File: config.mk
export PLATFORM = sky130hd
export DESIGN_NAME = pci_access_filter
export DESIGN_NICKNAME = d
export VERILOG_FILES = /design/src/rtl/pci_flt_pkg.sv /design/src/rtl/pci_flt_decode.sv /design/src/rtl/pci_flt_addr.sv /design/src/rtl/pci_flt_lanes.sv /design/src/rtl/pci_access_filter.sv
export SDC_FILE = /design/constraint.sdc
export NUM_CORES = 1
export LEC_CHECK = 0
export ABC_CLOCK_PERIOD_IN_PS = 2100
export BUFFER_PORTS_ARGS = -buffer_cell sky130_fd_sc_hd__buf_2
export CAP_MARGIN = 20
export CELL_PAD_IN_SITES_DETAIL_PLACEMENT = 1
export CELL_PAD_IN_SITES_GLOBAL_PLACEMENT = 2
export CORE_MARGIN = 2
export CORE_UTILIZATION = 25
export DETAILED_ROUTE_END_ITERATION = 10
export PLACE_DENSITY = 0.72
export SLEW_MARGIN = 10
export SYNTH_ARGS = -nofsm -noshare
export SYNTH_HDL_FRONTEND = slang
export SYNTH_SLANG_ARGS = --single-unit
File: constraint.sdc
create_clock -name clk -period 2.1 [get_ports clk]
set_input_delay 0.315 -clock clk [delete_from_list [all_inputs] [get_ports clk]]
set_output_delay 0.315 -clock clk [all_outputs]
set_load 0.01 [all_outputs]
File: src/rtl/pci_flt_pkg.sv
package pci_flt_pkg;

    typedef enum logic [2:0] {
        SP_NONE  = 3'd0,
        SP_CFG   = 3'd1,
        SP_IO    = 3'd2,
        SP_MMIO  = 3'd3,
        SP_SDRAM = 3'd4
    } space_e;

    typedef enum logic [2:0] {
        ST_IDLE,
        ST_DATA,
        ST_DISC,
        ST_SKIP,
        ST_TURN
    } state_e;

    typedef struct packed {
        space_e space;
        logic   single;
        logic   write;
    } claim_t;

    localparam claim_t CLAIM_NONE = '{space: SP_NONE, single: 1'b0, write: 1'b0};

    // bus command groups
    function automatic logic cmd_is_io(input logic [3:0] c);
        return c[3:1] == 3'b001;
    endfunction

    function automatic logic cmd_is_cfg(input logic [3:0] c);
        return c[3:1] == 3'b101;
    endfunction

    function automatic logic cmd_is_mem(input logic [3:0] c);
        return (c == 4'b0110) || (c == 4'b0111) || (c == 4'b1100) ||
               (c == 4'b1110) || (c == 4'b1111);
    endfunction

    function automatic logic cmd_is_wr(input logic [3:0] c);
        return (c == 4'b0011) || (c == 4'b0111) || (c == 4'b1011) || (c == 4'b1111);
    endfunction

endpackage

File: src/rtl/pci_flt_decode.sv
module pci_flt_decode
    import pci_flt_pkg::*;
#(
    parameter int          ADDR_W     = 32,
    parameter int          BE_W       = 4,
    parameter logic [31:0] SDRAM_BASE = 32'h1000_0000,
    parameter int          SDRAM_LG   = 24,
    parameter logic [31:0] MMIO_BASE  = 32'h2000_0000,
    parameter int          MMIO_LG    = 16,
    parameter logic [31:0] IO_BASE    = 32'h0000_1000,
    parameter int          IO_LG      = 8
) (
    input  logic [ADDR_W-1:0] ad,
    input  logic [BE_W-1:0]   cmd,
    input  logic              idsel,
    output claim_t            claim
);

    function automatic logic win_hit(input logic [ADDR_W-1:0] a,
                                     input logic [ADDR_W-1:0] base,
                                     input int lg);
        return ((a ^ base) >> lg) == '0;
    endfunction

    logic hit_sdram, hit_mmio, hit_io, wrap_req, mem_cmd;

    assign hit_sdram = win_hit(ad, ADDR_W'(SDRAM_BASE), SDRAM_LG);
    assign hit_mmio  = win_hit(ad, ADDR_W'(MMIO_BASE), MMIO_LG);
    assign hit_io    = win_hit(ad, ADDR_W'(IO_BASE), IO_LG);
    assign wrap_req  = (ad[1:0] == 2'b10);
    assign mem_cmd   = cmd_is_mem(cmd);

    always_comb begin
        claim = CLAIM_NONE;
        if (cmd_is_cfg(cmd) && idsel && (ad[1:0] == 2'b00)) begin
            claim.space  = SP_CFG;
            claim.single = 1'b1;
        end else if (cmd_is_io(cmd) && hit_io) begin
            claim.space  = SP_IO;
            claim.single = 1'b1;
        end else if (mem_cmd && hit_mmio) begin
            claim.space  = SP_MMIO;
            claim.single = wrap_req;
        end else if (mem_cmd && hit_sdram) begin
            claim.space  = SP_SDRAM;
            claim.single = wrap_req;
        end
        claim.write = (claim.space != SP_NONE) && cmd_is_wr(cmd);
    end

endmodule

File: src/rtl/pci_flt_addr.sv
module pci_flt_addr #(
    parameter int WA_W = 30
) (
    input  logic            clk,
    input  logic            rst_n,
    input  logic            load,
    input  logic [WA_W-1:0] load_val,
    input  logic            adv,
    output logic [WA_W-1:0] q
);

    always_ff @(posedge clk or negedge rst_n) begin
        if (!rst_n) begin
            q <= '0;
        end else if (load) begin
            q <= load_val;
        end else if (adv) begin
            q <= q + WA_W'(1);
        end
    end

endmodule

File: src/rtl/pci_flt_lanes.sv
module pci_flt_lanes
    import pci_flt_pkg::*;
#(
    parameter int BE_W = 4
) (
    input  space_e          space,
    input  logic            active,
    input  logic [BE_W-1:0] cbe_n,
    output logic [BE_W-1:0] be
);

    logic word_only;
    assign word_only = (space == SP_MMIO);

    for (genvar i = 0; i < BE_W; i++) begin : g_lane
        assign be[i] = active & (word_only | ~cbe_n[i]);
    end

endmodule

File: src/rtl/pci_access_filter.sv
module pci_access_filter
    import pci_flt_pkg::*;
#(
    parameter int          ADDR_W     = 32,
    parameter int          BE_W       = 4,
    parameter logic [31:0] SDRAM_BASE = 32'h1000_0000,
    parameter int          SDRAM_LG   = 24,
    parameter logic [31:0] MMIO_BASE  = 32'h2000_0000,
    parameter int          MMIO_LG    = 16,
    parameter logic [31:0] IO_BASE    = 32'h0000_1000,
    parameter int          IO_LG      = 8,
    localparam int         WSH        = $clog2(BE_W),
    localparam int         WA_W       = ADDR_W - WSH
) (
    input  logic              clk,
    input  logic              rst_n,
    input  logic              frame_n,
    input  logic              irdy_n,
    input  logic              idsel,
    input  logic [ADDR_W-1:0] ad,
    input  logic [BE_W-1:0]   cbe_n,
    output logic              devsel_n,
    output logic              trdy_n,
    output logic              stop_n,
    output logic              bk_we,
    output logic              bk_re,
    output logic [BE_W-1:0]   bk_be,
    output logic [WA_W-1:0]   bk_addr,
    output logic              bk_adv,
    output logic [2:0]        bk_space
);

    state_e st_q, st_d;
    claim_t claim_q, dec;
    logic   start, phase_done, load;

    pci_flt_decode #(
        .ADDR_W(ADDR_W), .BE_W(BE_W),
        .SDRAM_BASE(SDRAM_BASE), .SDRAM_LG(SDRAM_LG),
        .MMIO_BASE(MMIO_BASE), .MMIO_LG(MMIO_LG),
        .IO_BASE(IO_BASE), .IO_LG(IO_LG)
    ) i_decode (
        .ad    (ad),
        .cmd   (cbe_n),
        .idsel (idsel),
        .claim (dec)
    );

    assign start      = !frame_n && irdy_n;
    assign load       = (st_q == ST_IDLE) && start;
    assign phase_done = (st_q == ST_DATA) && !irdy_n;

    // state register
    always_ff @(posedge clk or negedge rst_n) begin
        if (!rst_n) begin
            st_q    <= ST_IDLE;
            claim_q <= CLAIM_NONE;
        end else begin
            st_q <= st_d;
            if (load) claim_q <= dec;
        end
    end

    // transitions
    always_comb begin
        st_d = st_q;
        unique case (st_q)
            ST_IDLE: if (start) st_d = (dec.space == SP_NONE) ? ST_SKIP : ST_DATA;
            ST_DATA: if (phase_done) begin
                if (frame_n)             st_d = ST_TURN;
                else if (claim_q.single) st_d = ST_DISC;
                else                     st_d = ST_DATA;
            end
            ST_DISC: if (frame_n) st_d = ST_TURN;
            ST_SKIP: if (frame_n && irdy_n) st_d = ST_IDLE;
            ST_TURN: st_d = ST_IDLE;
            default: st_d = ST_IDLE;
        endcase
    end

    // outputs
    always_comb begin
        devsel_n = 1'b1;
        trdy_n   = 1'b1;
        stop_n   = 1'b1;
        bk_we    = 1'b0;
        bk_re    = 1'b0;
        bk_adv   = 1'b0;
        unique case (st_q)
            ST_DATA: begin
                devsel_n = 1'b0;
                trdy_n   = 1'b0;
                stop_n   = !claim_q.single;
                bk_we    = phase_done && claim_q.write;
                bk_re    = phase_done && !claim_q.write;
                bk_adv   = phase_done && !frame_n && !claim_q.single;
            end
            ST_DISC: begin
                devsel_n = 1'b0;
                stop_n   = 1'b0;
            end
            default: ;
        endcase
    end

    pci_flt_addr #(.WA_W(WA_W)) i_addr (
        .clk      (clk),
        .rst_n    (rst_n),
        .load     (load),
        .load_val (ad[ADDR_W-1:WSH]),
        .adv      (bk_adv),
        .q        (bk_addr)
    );

    pci_flt_lanes #(.BE_W(BE_W)) i_lanes (
        .space  (claim_q.space),
        .active (phase_done),
        .cbe_n  (cbe_n),
        .be     (bk_be)
    );

    assign bk_space = claim_q.space;

endmodule

After elaboration in Yosys (flattened, before gate mapping). Cells that the tools add are included.

Bits in registers: 38. Bits in latches: 0. RAM bits: 0. Memory bits (read-only): 0. Input port bits: 41. Output and inout port bits: 43. Memories kept: 0.

$add $sub $neg: 1. Multipliers: 0. Divide/modulo/power cells: 0. $lt $le $gt $ge: 0. Equal/unequal tests: 18. Shifts and indexed selects: 0. Multiplexer cells: 20. Bitwise logic cells: 15. Reductions and logical operators: 35.

Operators with widths (number): $logic_not A32 Y1 (3); $mux W30 (2); $add A30 B1 Y30 const B (1); $eq A4 B4 Y1 const B (4); $mux W4 (4); $mux W3 (5); $logic_and A1 B1 Y1 (14); $pmux W3 S4 (1); $eq A3 B2 Y1 const B (3); $eq A4 B3 Y1 const B (2); $logic_or A1 B1 Y1 (7); $not A1 Y1 (7); $eq A3 B1 Y1 const B (2); $logic_not A3 Y1 (2); $ne A2 B2 Y1 const B (3); $mux W1 (5); $and A1 B1 Y1 (4); $eq A4 B2 Y1 const B (1); $logic_not A1 Y1 (4); $mux W2 (2); $or A1 B1 Y1 (4); $reduce_and A4 Y1 (1); $eq A3 B3 Y1 const B (1); $reduce_bool A3 Y1 (1); other kinds (6) (6).

Logic depth before layout (Yosys ltp). Gate-level depths: netlist (run 1).

Depth in word-level cells: 14. Gate-level depth with buffers: 9. Depth with buffers taken out: 6.

Hierarchy. A second synthesis (run 1) with hierarchy kept.

Cells, all modules: 279. Area total of the unflattened synthesis: 2524.9 um^2.

By module, submodules not included: pci_flt_addr (times used 1, cells each 199, area an instance 1742.9 um^2, seq. area each 750.7 um^2); pci_access_filter (times used 1, cells each 50, area an instance 530.5 um^2, seq. area each 200.2 um^2); pci_flt_decode (times used 1, cells each 25, area an instance 186.4 um^2, seq. area each 0.0 um^2); pci_flt_lanes (times used 1, cells each 5, area an instance 65.1 um^2, seq. area each 0.0 um^2).

Worst setup path after synthesis (run 1). Ideal clock, no wire load.

Path type: flip-flop to flip-flop. Start: reg st_q[1]. End: reg i_addr.q[26]. Library setup time: 70 ps. Arrival time: 2204 ps. Data required time: 2030 ps. Setup slack: -174 ps. Stages on the path, launching flop included: 8. Period minus slack after synthesis: 2274 ps. Path through: dfrtp_1 or4b_1 buf_2 or3_1 buf_2 buf_6 or4_1 nand3_1.

Cells in the longest elaborated chain, start to end: 6. Elaborated cells on any way between the ends: 9.

Ends and longest elaborated chain: start, declared (line pci_access_filter.sv:33) `state_e st_q, st_d;`; start signal, assigned (line pci_access_filter.sv:59) `st_q <= st_d;`; $eq A3 B1 Y1 (line pci_access_filter.sv:51, pci_access_filter.sv:89); $logic_and A1 B1 Y1 (line pci_access_filter.sv:51) `assign phase_done = (st_q == ST_DATA) && !irdy_n;`; $logic_and A1 B1 Y1 (2 in a row) (line pci_access_filter.sv:96) `bk_adv = phase_done && !frame_n && !claim_q.single;`; $mux W1 (line pci_access_filter.sv:89) `unique case (st_q)`; $reduce_bool A2 Y1 (no line); end signal, assigned (line pci_flt_addr.sv:16) `q <= load_val;`; end signal, assigned (line pci_flt_addr.sv:18) `q <= q + WA_W'(1);`; end, declared (line pci_flt_addr.sv:9) `output logic [WA_W-1:0] q`.

Several ways; a longest one is shown, not always the timed one. A chain may end at the register's enable or synchronous reset.

Final worst setup path (run 1).
Start: reg st_q[2]. End: out bk_adv.

Cells in the longest elaborated chain, start to end: 5.

Ends and longest elaborated chain: $eq A3 B1 Y1 (*) (line pci_access_filter.sv:51, pci_access_filter.sv:89); $logic_and A1 B1 Y1 (line pci_access_filter.sv:51); $logic_and A1 B1 Y1 (2 in a row) (line pci_access_filter.sv:96); $mux W1 (*) (line pci_access_filter.sv:89); end, declared (line pci_access_filter.sv:29) `output logic bk_adv,`.

Mark *: on every way between the ends. The rest lies on a longest branch, timed or not.

==> key figures, run 1 <==
Run status
  – Outcome: complete, but fails checks
  – Failing checks: setup timing

CTS
  – Clock-pin slew on the worst setup and hold paths: approximately 90 ps
  – CTS tree: yes
  – H-tree levels: 2
  – Cts bufs inserted: 5
  – Clk buf depth: 2
  – Clk Tree Root Cell: clkbuf_8
  – Clock Latency Late Sink: approximately 300 ps
  – Clock sinks: 38

Pwr
  – Clock share of power: 0.138
  – Comb power frac: 0.507
  – Reg power frac: 0.355
  – P per Cell Area: between 1000 and 1500 mW/mm²
  – Power Internal: about 0.0023 W
  – Peak VDD IR: just under 0.4 mV
  – Switching power: 0.00179 W
  – Pleak: roughly 1.6 nW
  – Power, Total: 0.00405 W
  – Switching part of the total: 0.442

Critical path
  – Reg2reg path depth: 6
  – Worst path top cell family by delay: simple AND/OR/NAND/NOR gates
  – CP Max Fanout: 2
  – CP max-delay cell: or4b_4
  – Critical path launch point type: flop
  – Crit end category: output port
  – FF-to-FF setup slack: -110 ps
  – Slowest cell delay on critical path: about 560 ps
  – Capturing point of the worst reg2reg path: i_addr.q[25]
  – Crit-path cells: or4b_4 > or3_4 > inv_4 > buf_8 > buf_6
  – Critical Setup Path Class: reg2out
  – CP bufs+invs: 3
  – Worst EP arrival: 1910 ps
  – Req. time, crit path: approximately 1800 ps
  – R2r startpoint: st_q[2]

Route
  – Routed WL: around 10000 µm
  – Starting DRT DRC Count: between 60 and 70
  – Post-DR vias/cell: around 5.3
  – Post-route DRC: 0
  – TritonRoute pass-1 iters: 4
  – ANT nets after route: 0
  – Avg WL per Cell: between 15 and 20 µm
  – Detailed-route via count: around 2.9k

Placement
  – PortBufs: 83
  – Dpl cells: between 500 and 600
  – Final RePlAce weighted congestion: 0.829
  – Hpwl dp: between 7000 and 8000 µm
  – Post-placement cell area: 0.00324 mm²
  – Pre-CTS setup slack: -297 ps

STA
  – Post-route clock period utilization: 1.06
  – Worst rel slew slack: 0.596
  – Max Clock Freq: between 400 and 500 MHz
  – Worst path setup slack after routing: -120 ps
  – Final setup fails: 13
  – Fin crit period: 2220 ps
  – Max-slew violation count: 0
  – Final setup skew: about 8.5 ps
  – Hold slack: ~68 ps
  – Unrepaired setup endpoints after global routing: yes
  – Worst-margin pin slew: 601 ps
  – Hold Fails Final Rpt: 0

Logic synthesis
  – Avg Cell Area, Syn: ~8.2 µm²
  – Top_reg_cell synth: dfrtp_1
  – Register area share after synthesis: 0.388
  – Yosys warns: 0
  – Synth Register Bits: 38
  – Async SR Flop Fraction: 1.00
  – Netlist Area Pre-Place: approximately 0.0024 mm²
  – Mapped Nets: about 340
  – Post-synth EDFFs: 0
  – Synth cell types: between 40 and 50
  – Gate count after technology mapping: 297

Job
  – Maxcap violations: 0

Cells and area
  – Layout Cells excl Fill: between 500 and 600
  – Design area: between 0.003 and 0.004 mm²
  – Area Growth Syn to Fin: 51.0%
  – Layout cells sized above 1: 0.411
  – Antenna Cells: 0
  – Final layout net count: roughly 460

Global routing
  – First-pass GRT wire length: around 15,000 µm
  – Initial antenna violation count: 0
  – GRT overflow: 0
  – Total GRT Usage: 0.183
  – Vias in the first global route: between 2k and 3k
  – Largest net degree at the start of global routing: 39

Min path
  – Worst Hold Class: in2async

Die
  – Die X: roughly 100 µm
  – Die Ht: around 100 µm
  – Die ar.: between 0.01 and 0.015 mm²
  – # IOs: 84
  – Starting Density: 0.254
  – Core ar.: slightly below 0.01 mm²
  – Rows: 36
## how the worst max path moves through the flow
stage | endpoint | slack [ps] | startpoint | cells after the start
2_1_floorplan | i_addr.q[14] | -130 | st_q[2] | 8
4_1_cts | i_addr.q[25] | -110 | st_q[2] | 6
3_5_place_dp | i_addr.q[25] | -300 | irdy_n | 6
5_1_grt | i_addr.q[27] | -190 | st_q[2] | 6
6_report | bk_adv | -120 | st_q[2] | 5
3_3_place_gp | i_addr.q[20] | -240 | irdy_n | 6
## power by group through the flow
stage	registers [W]	logic, W	clock network [W]
global route	0.00149	0.00225	0.000617
CTS	0.00142	0.00190	0.000578
detailed placement	0.00142	0.00181	0
finish	0.00144	0.00205	0.000560
floorplan	0.00153	0.000849	0
global placement	0.00141	0.00177	0
## sequential cells by signal (all words and copies together) (netlist names)
signal,count
st_q,3
bk_space,3
claim_q,2
i_addr.q,30
## Yosys cell counts, drive strengths merged, types with 4 or more instances
library cell  count  area share
a21oi            13       0.027
a221o             4       0.016
a22oi             9       0.028
and2              4       0.010
and3              4       0.010
buf               8       0.022
clkbuf            9       0.014
dfrtp            38        0.39
inv               6      0.0092
nand2            37       0.057
nand2b            4       0.010
nand3            23       0.047
nand4             9       0.023
nor2             23       0.035
nor2b             4       0.010
nor4             11       0.031
o211ai           11       0.034
o21ai            28       0.057
o311ai           10       0.036
or4               7       0.021
## cell usage in the layout (no fill, tap or decap), types with 4 or more instances in the layout
cell and count:
a22oi_1 4, nor2_1 21, nor2b_1 4, dfrtp_1 38
buf_4 32, o21ai_1 12, and2_1 4, nor4_2 4
nor2_4 5, o21ai_0 11, a22oi_2 5, o311ai_2 4
a21oi_1 12, inv_1 5, nand4_1 9, nor4_1 6
buf_6 9, clkbuf_8 6, and3_1 4, or4_1 6
nand3_1 23, buf_2 82, o21ai_2 5, nand2_1 32
a221o_1 4, o211ai_1 11, nand2b_1 4, o311ai_1 5
## through the flow
step	setup TNS [ps]	utilization
6_report	-922	0.384
5_1_grt	-2440	0.384
4_1_cts	-911	0.364
3_5_place_dp	-6460	0.336
3_3_place_gp	-4760	0.336
2_1_floorplan	-2910	-
## cells by family (layout without fill, tap and decap cells)
family                   after synthesis  count (layout)  synth area share
AO/OA/AOI/OAI                         86              86             0.231
XOR/XNOR                               6               6            0.0215
adder cells (fa/ha/maj)                1               1           0.00511
buffers and inverters                 23             141            0.0450
flip-flops                            38              38             0.388
multiplexers                           2               2           0.00818
AND/OR/NAND/NOR                      141             144             0.301
## routing by layer
layer | routed length (µm) | track usage
met1 | 4440 | 0.240
met2 | 4850 | 0.310
met3 | 444 | 0.0278
met4 | 166 | 0.0607
met5 | 0 | 0
## cell type report
class | instances | area (µm²)
Fill cell | 1192 | 5940
Timing Repair Buffer | 127 | 835
Sequential cell | 38 | 951
Clock buffer | 6 | 82.6
Inverter | 6 | 25.0
Clock inverter | 2 | 12.5
Multi-Input combinational cell | 239 | 1630
Tap cell | 133 | 166
## worst register-to-register path: stages (launching register included)
cell and delay, ps:
dfrtp_1 380, or4b_4 560, or3_4 380, buf_6 160, buf_12 130, or4_1 470
nand3_1 80
## timing repair
item	in CTS	in global routing
hold buffers	0	0
resized for setup	19	33
setup endpoints to repair	31	31
buffers inserted	8	1
pin swaps	14	12
cloned	1	3
No activity file was read; power rests on OpenSTA's default activity.
==> inputs of run 2 (changes only) <==
--- a/config.mk
+++ b/config.mk
@@ -14,6 +14,7 @@
 export CORE_UTILIZATION = 25
 export DETAILED_ROUTE_END_ITERATION = 10
 export PLACE_DENSITY = 0.72
+export REMOVE_ABC_BUFFERS = 1
 export SLEW_MARGIN = 10
 export SYNTH_ARGS = -nofsm -noshare
 export SYNTH_HDL_FRONTEND = slang
==> key figures, run 2 (synthesis gave the netlist of run 1 again) <==
Cells and area
  – Layout Utilization: 0.382
  – Most flops, register: i_addr.q
  – Antenna Cells: 0
  – Largest register FFs: 30
  – Most frequent cells in the layout: buf_2 (82), buf_4 (39), dfrtp_1 (38), nand2_1 (34), nand3_1 (21)
  – Final layout net count: 461
  – Most common cell after layout, fill and taps aside: buf_2
  – Area Growth Syn to Fin: 50.3%
  – Layout cells sized above 1: 0.426

Critical path
  – Req. time, crit path: roughly 2300 ps
  – R2r startpoint: st_q[2]
  – Capturing point of the worst reg2reg path: i_addr.q[25]
  – Crit-path cells: or4b_4 > or3_4 > buf_6 > buf_6 > or4_1 > nand3_1
  – Worst EP arrival: between 2000 and 2500 ps
  – CP max-delay cell: or4b_4
  – Critical Setup Path Class: reg2reg
  – CP bufs+invs: 2
  – Worst path top cell family by delay: simple AND/OR/NAND/NOR gates
  – CP Max Fanout: 8
  – CP Capture Point: i_addr.q[25]
  – FF-to-FF setup slack: -80 ps
  – Slowest cell delay on critical path: 520 ps
  – Crit path from: st_q[2]
  – Crit end category: flop
  – Reg2reg path depth: 6
  – CP Depth: 6
  – Crit-path most repeated cell: buf_6
  – Critical path launch point type: flop

Route
  – ANT nets after route: 0
  – Post-route DRC: 0
  – TritonRoute pass-1 iters: 4
  – Detailed-route via count: just under 3k
  – Starting DRT DRC Count: between 100 and 150
  – Post-DR vias/cell: 5.26
  – Avg WL per Cell: ~18 µm
  – Routed WL: 10,100 µm

Global routing
  – Total GRT Usage: 0.190
  – Vias in the first global route: approximately 3k
  – Initial antenna violation count: 0
  – Largest net degree at the start of global routing: 39
  – GRT overflow: 0
  – First-pass GRT wire length: 15,700 µm

STA
  – Hold Fails Final Rpt: 0
  – Post-route clock period utilization: 1.04
  – Worst-margin pin slew: roughly 530 ps
  – Final setup skew: about 5.7 ps
  – Fin crit period: roughly 2200 ps
  – Worst rel slew slack: 0.643
  – Max Clock Freq: approximately 460 MHz
  – Worst path setup slack after routing: -84.4 ps
  – Final setup fails: 9
  – Hold slack: about 92 ps
  – Unrepaired setup endpoints after global routing: yes
  – Max-slew violation count: 0

CTS
  – Clock sinks: 38
  – Clock-pin slew on the worst setup and hold paths: around 80 ps
  – Post-CTS Hold Fix Bufs: 0
  – Clock Latency Late Sink: 290 ps
  – H-tree levels: 2
  – CTS tree: yes
  – Clk Tree Root Cell: clkbuf_8
  – Cts bufs inserted: 5
  – Clk buf depth: 2

Die
  – Die X: 103 µm
  – Rows: 36
  – Die ar.: 0.0106 mm²
  – Die Ht: 103 µm
  – # IOs: 84
  – Starting Density: 0.254
  – Core ar.: ~0.0096 mm²

Job
  – Maxcap violations: 0

Pwr
  – Peak VDD IR: roughly 0.4 mV
  – Power, Total: ~0.004 W
  – P per Cell Area: 1110 mW/mm²
  – Pleak: around 1.6 nW

Placement
  – Hpwl dp: approximately 7300 µm
  – Final RePlAce weighted congestion: between 0.8 and 0.9
  – PortBufs: between 80 and 90

Min path
  – Worst Hold Class: in2async

Run status
  – Outcome: complete, but fails checks
  – Failing checks: setup timing
==> run 2: changes by cell type in the layout (fill, tap and decap cells not counted), sizes merged <==
cell	change
clkinvlp	-1
nor2	-3
buf	+4
clkbuf	+1
clkinv	-1
==> run 2: power breakdown <==
group / leakage (nW) / total (W) / switching (W) / internal, W
registers: 0.480 / 0.00144 / 0.000399 / 0.00104
logic: 1.10 / 0.00210 / 0.00111 / 0.000990
clock network: 0.0431 / 0.000523 / 0.000269 / 0.000254
total: 1.63 / 0.00407 / 0.00178 / 0.00229
==> run 2: final cells by class <==
class	count	area [µm²]
inverters	6	25.0
well taps	133	166
repair buffers	132	853
clock buffers	6	82.6
multi-input cells	236	1600
flip-flops and latches	38	951
fillers	1201	5960
==> run 2: worst register-to-register path: cells and delay by family (launching register included) <==
family,cells,cell delay (ps)
buffers and inverters,2,280
AND/OR/NAND/NOR,4,1480
flip-flops,1,380
==> run 2: through the flow <==
| stage | cells | cell area (µm²) | TNS, ps | setup WS [ps] |
|---|---|---|---|---|
| 5_1_grt | 551 | 3680 | -1310 | -154 |
| 2_1_floorplan | 280 | 2360 | -27050 | -1120 |
| 3_3_place_gp | 538 | 3280 | -1120 | -127 |
| 4_1_cts | 550 | 3530 | -825 | -113 |
| 3_5_place_dp | 538 | 3280 | -2370 | -171 |
| 6_report | 551 | 3680 | -403 | -84.4 |
==> run 2: worst min path at each step <==
stage,start,end,slack [ps],cells after the start
2_1_floorplan,rst_n,bk_space[0],20,0
3_3_place_gp,rst_n,st_q[0],430,2
3_5_place_dp,rst_n,st_q[0],430,2
4_1_cts,rst_n,i_addr.q[10],110,2
5_1_grt,rst_n,i_addr.q[10],130,2
6_report,rst_n,st_q[0],90,2
==> run 2: per-layer routing <==
layer	global-route usage	vias up	wire, µm
met4	0.0364	0	84
li1	-	1374	-
met3	0.0203	6	338
met1	0.268	1447	4760
met2	0.317	72	4870
met5	0	-	0
==> run 2: what timing repair did <==
item | 4_1_cts | 5_1_grt
cloned | 1 | 0
gates resized for setup | 39 | 33
setup buffers | 5 | 1
setup endpoints to repair | 30 | 30
pin swaps | 15 | 13
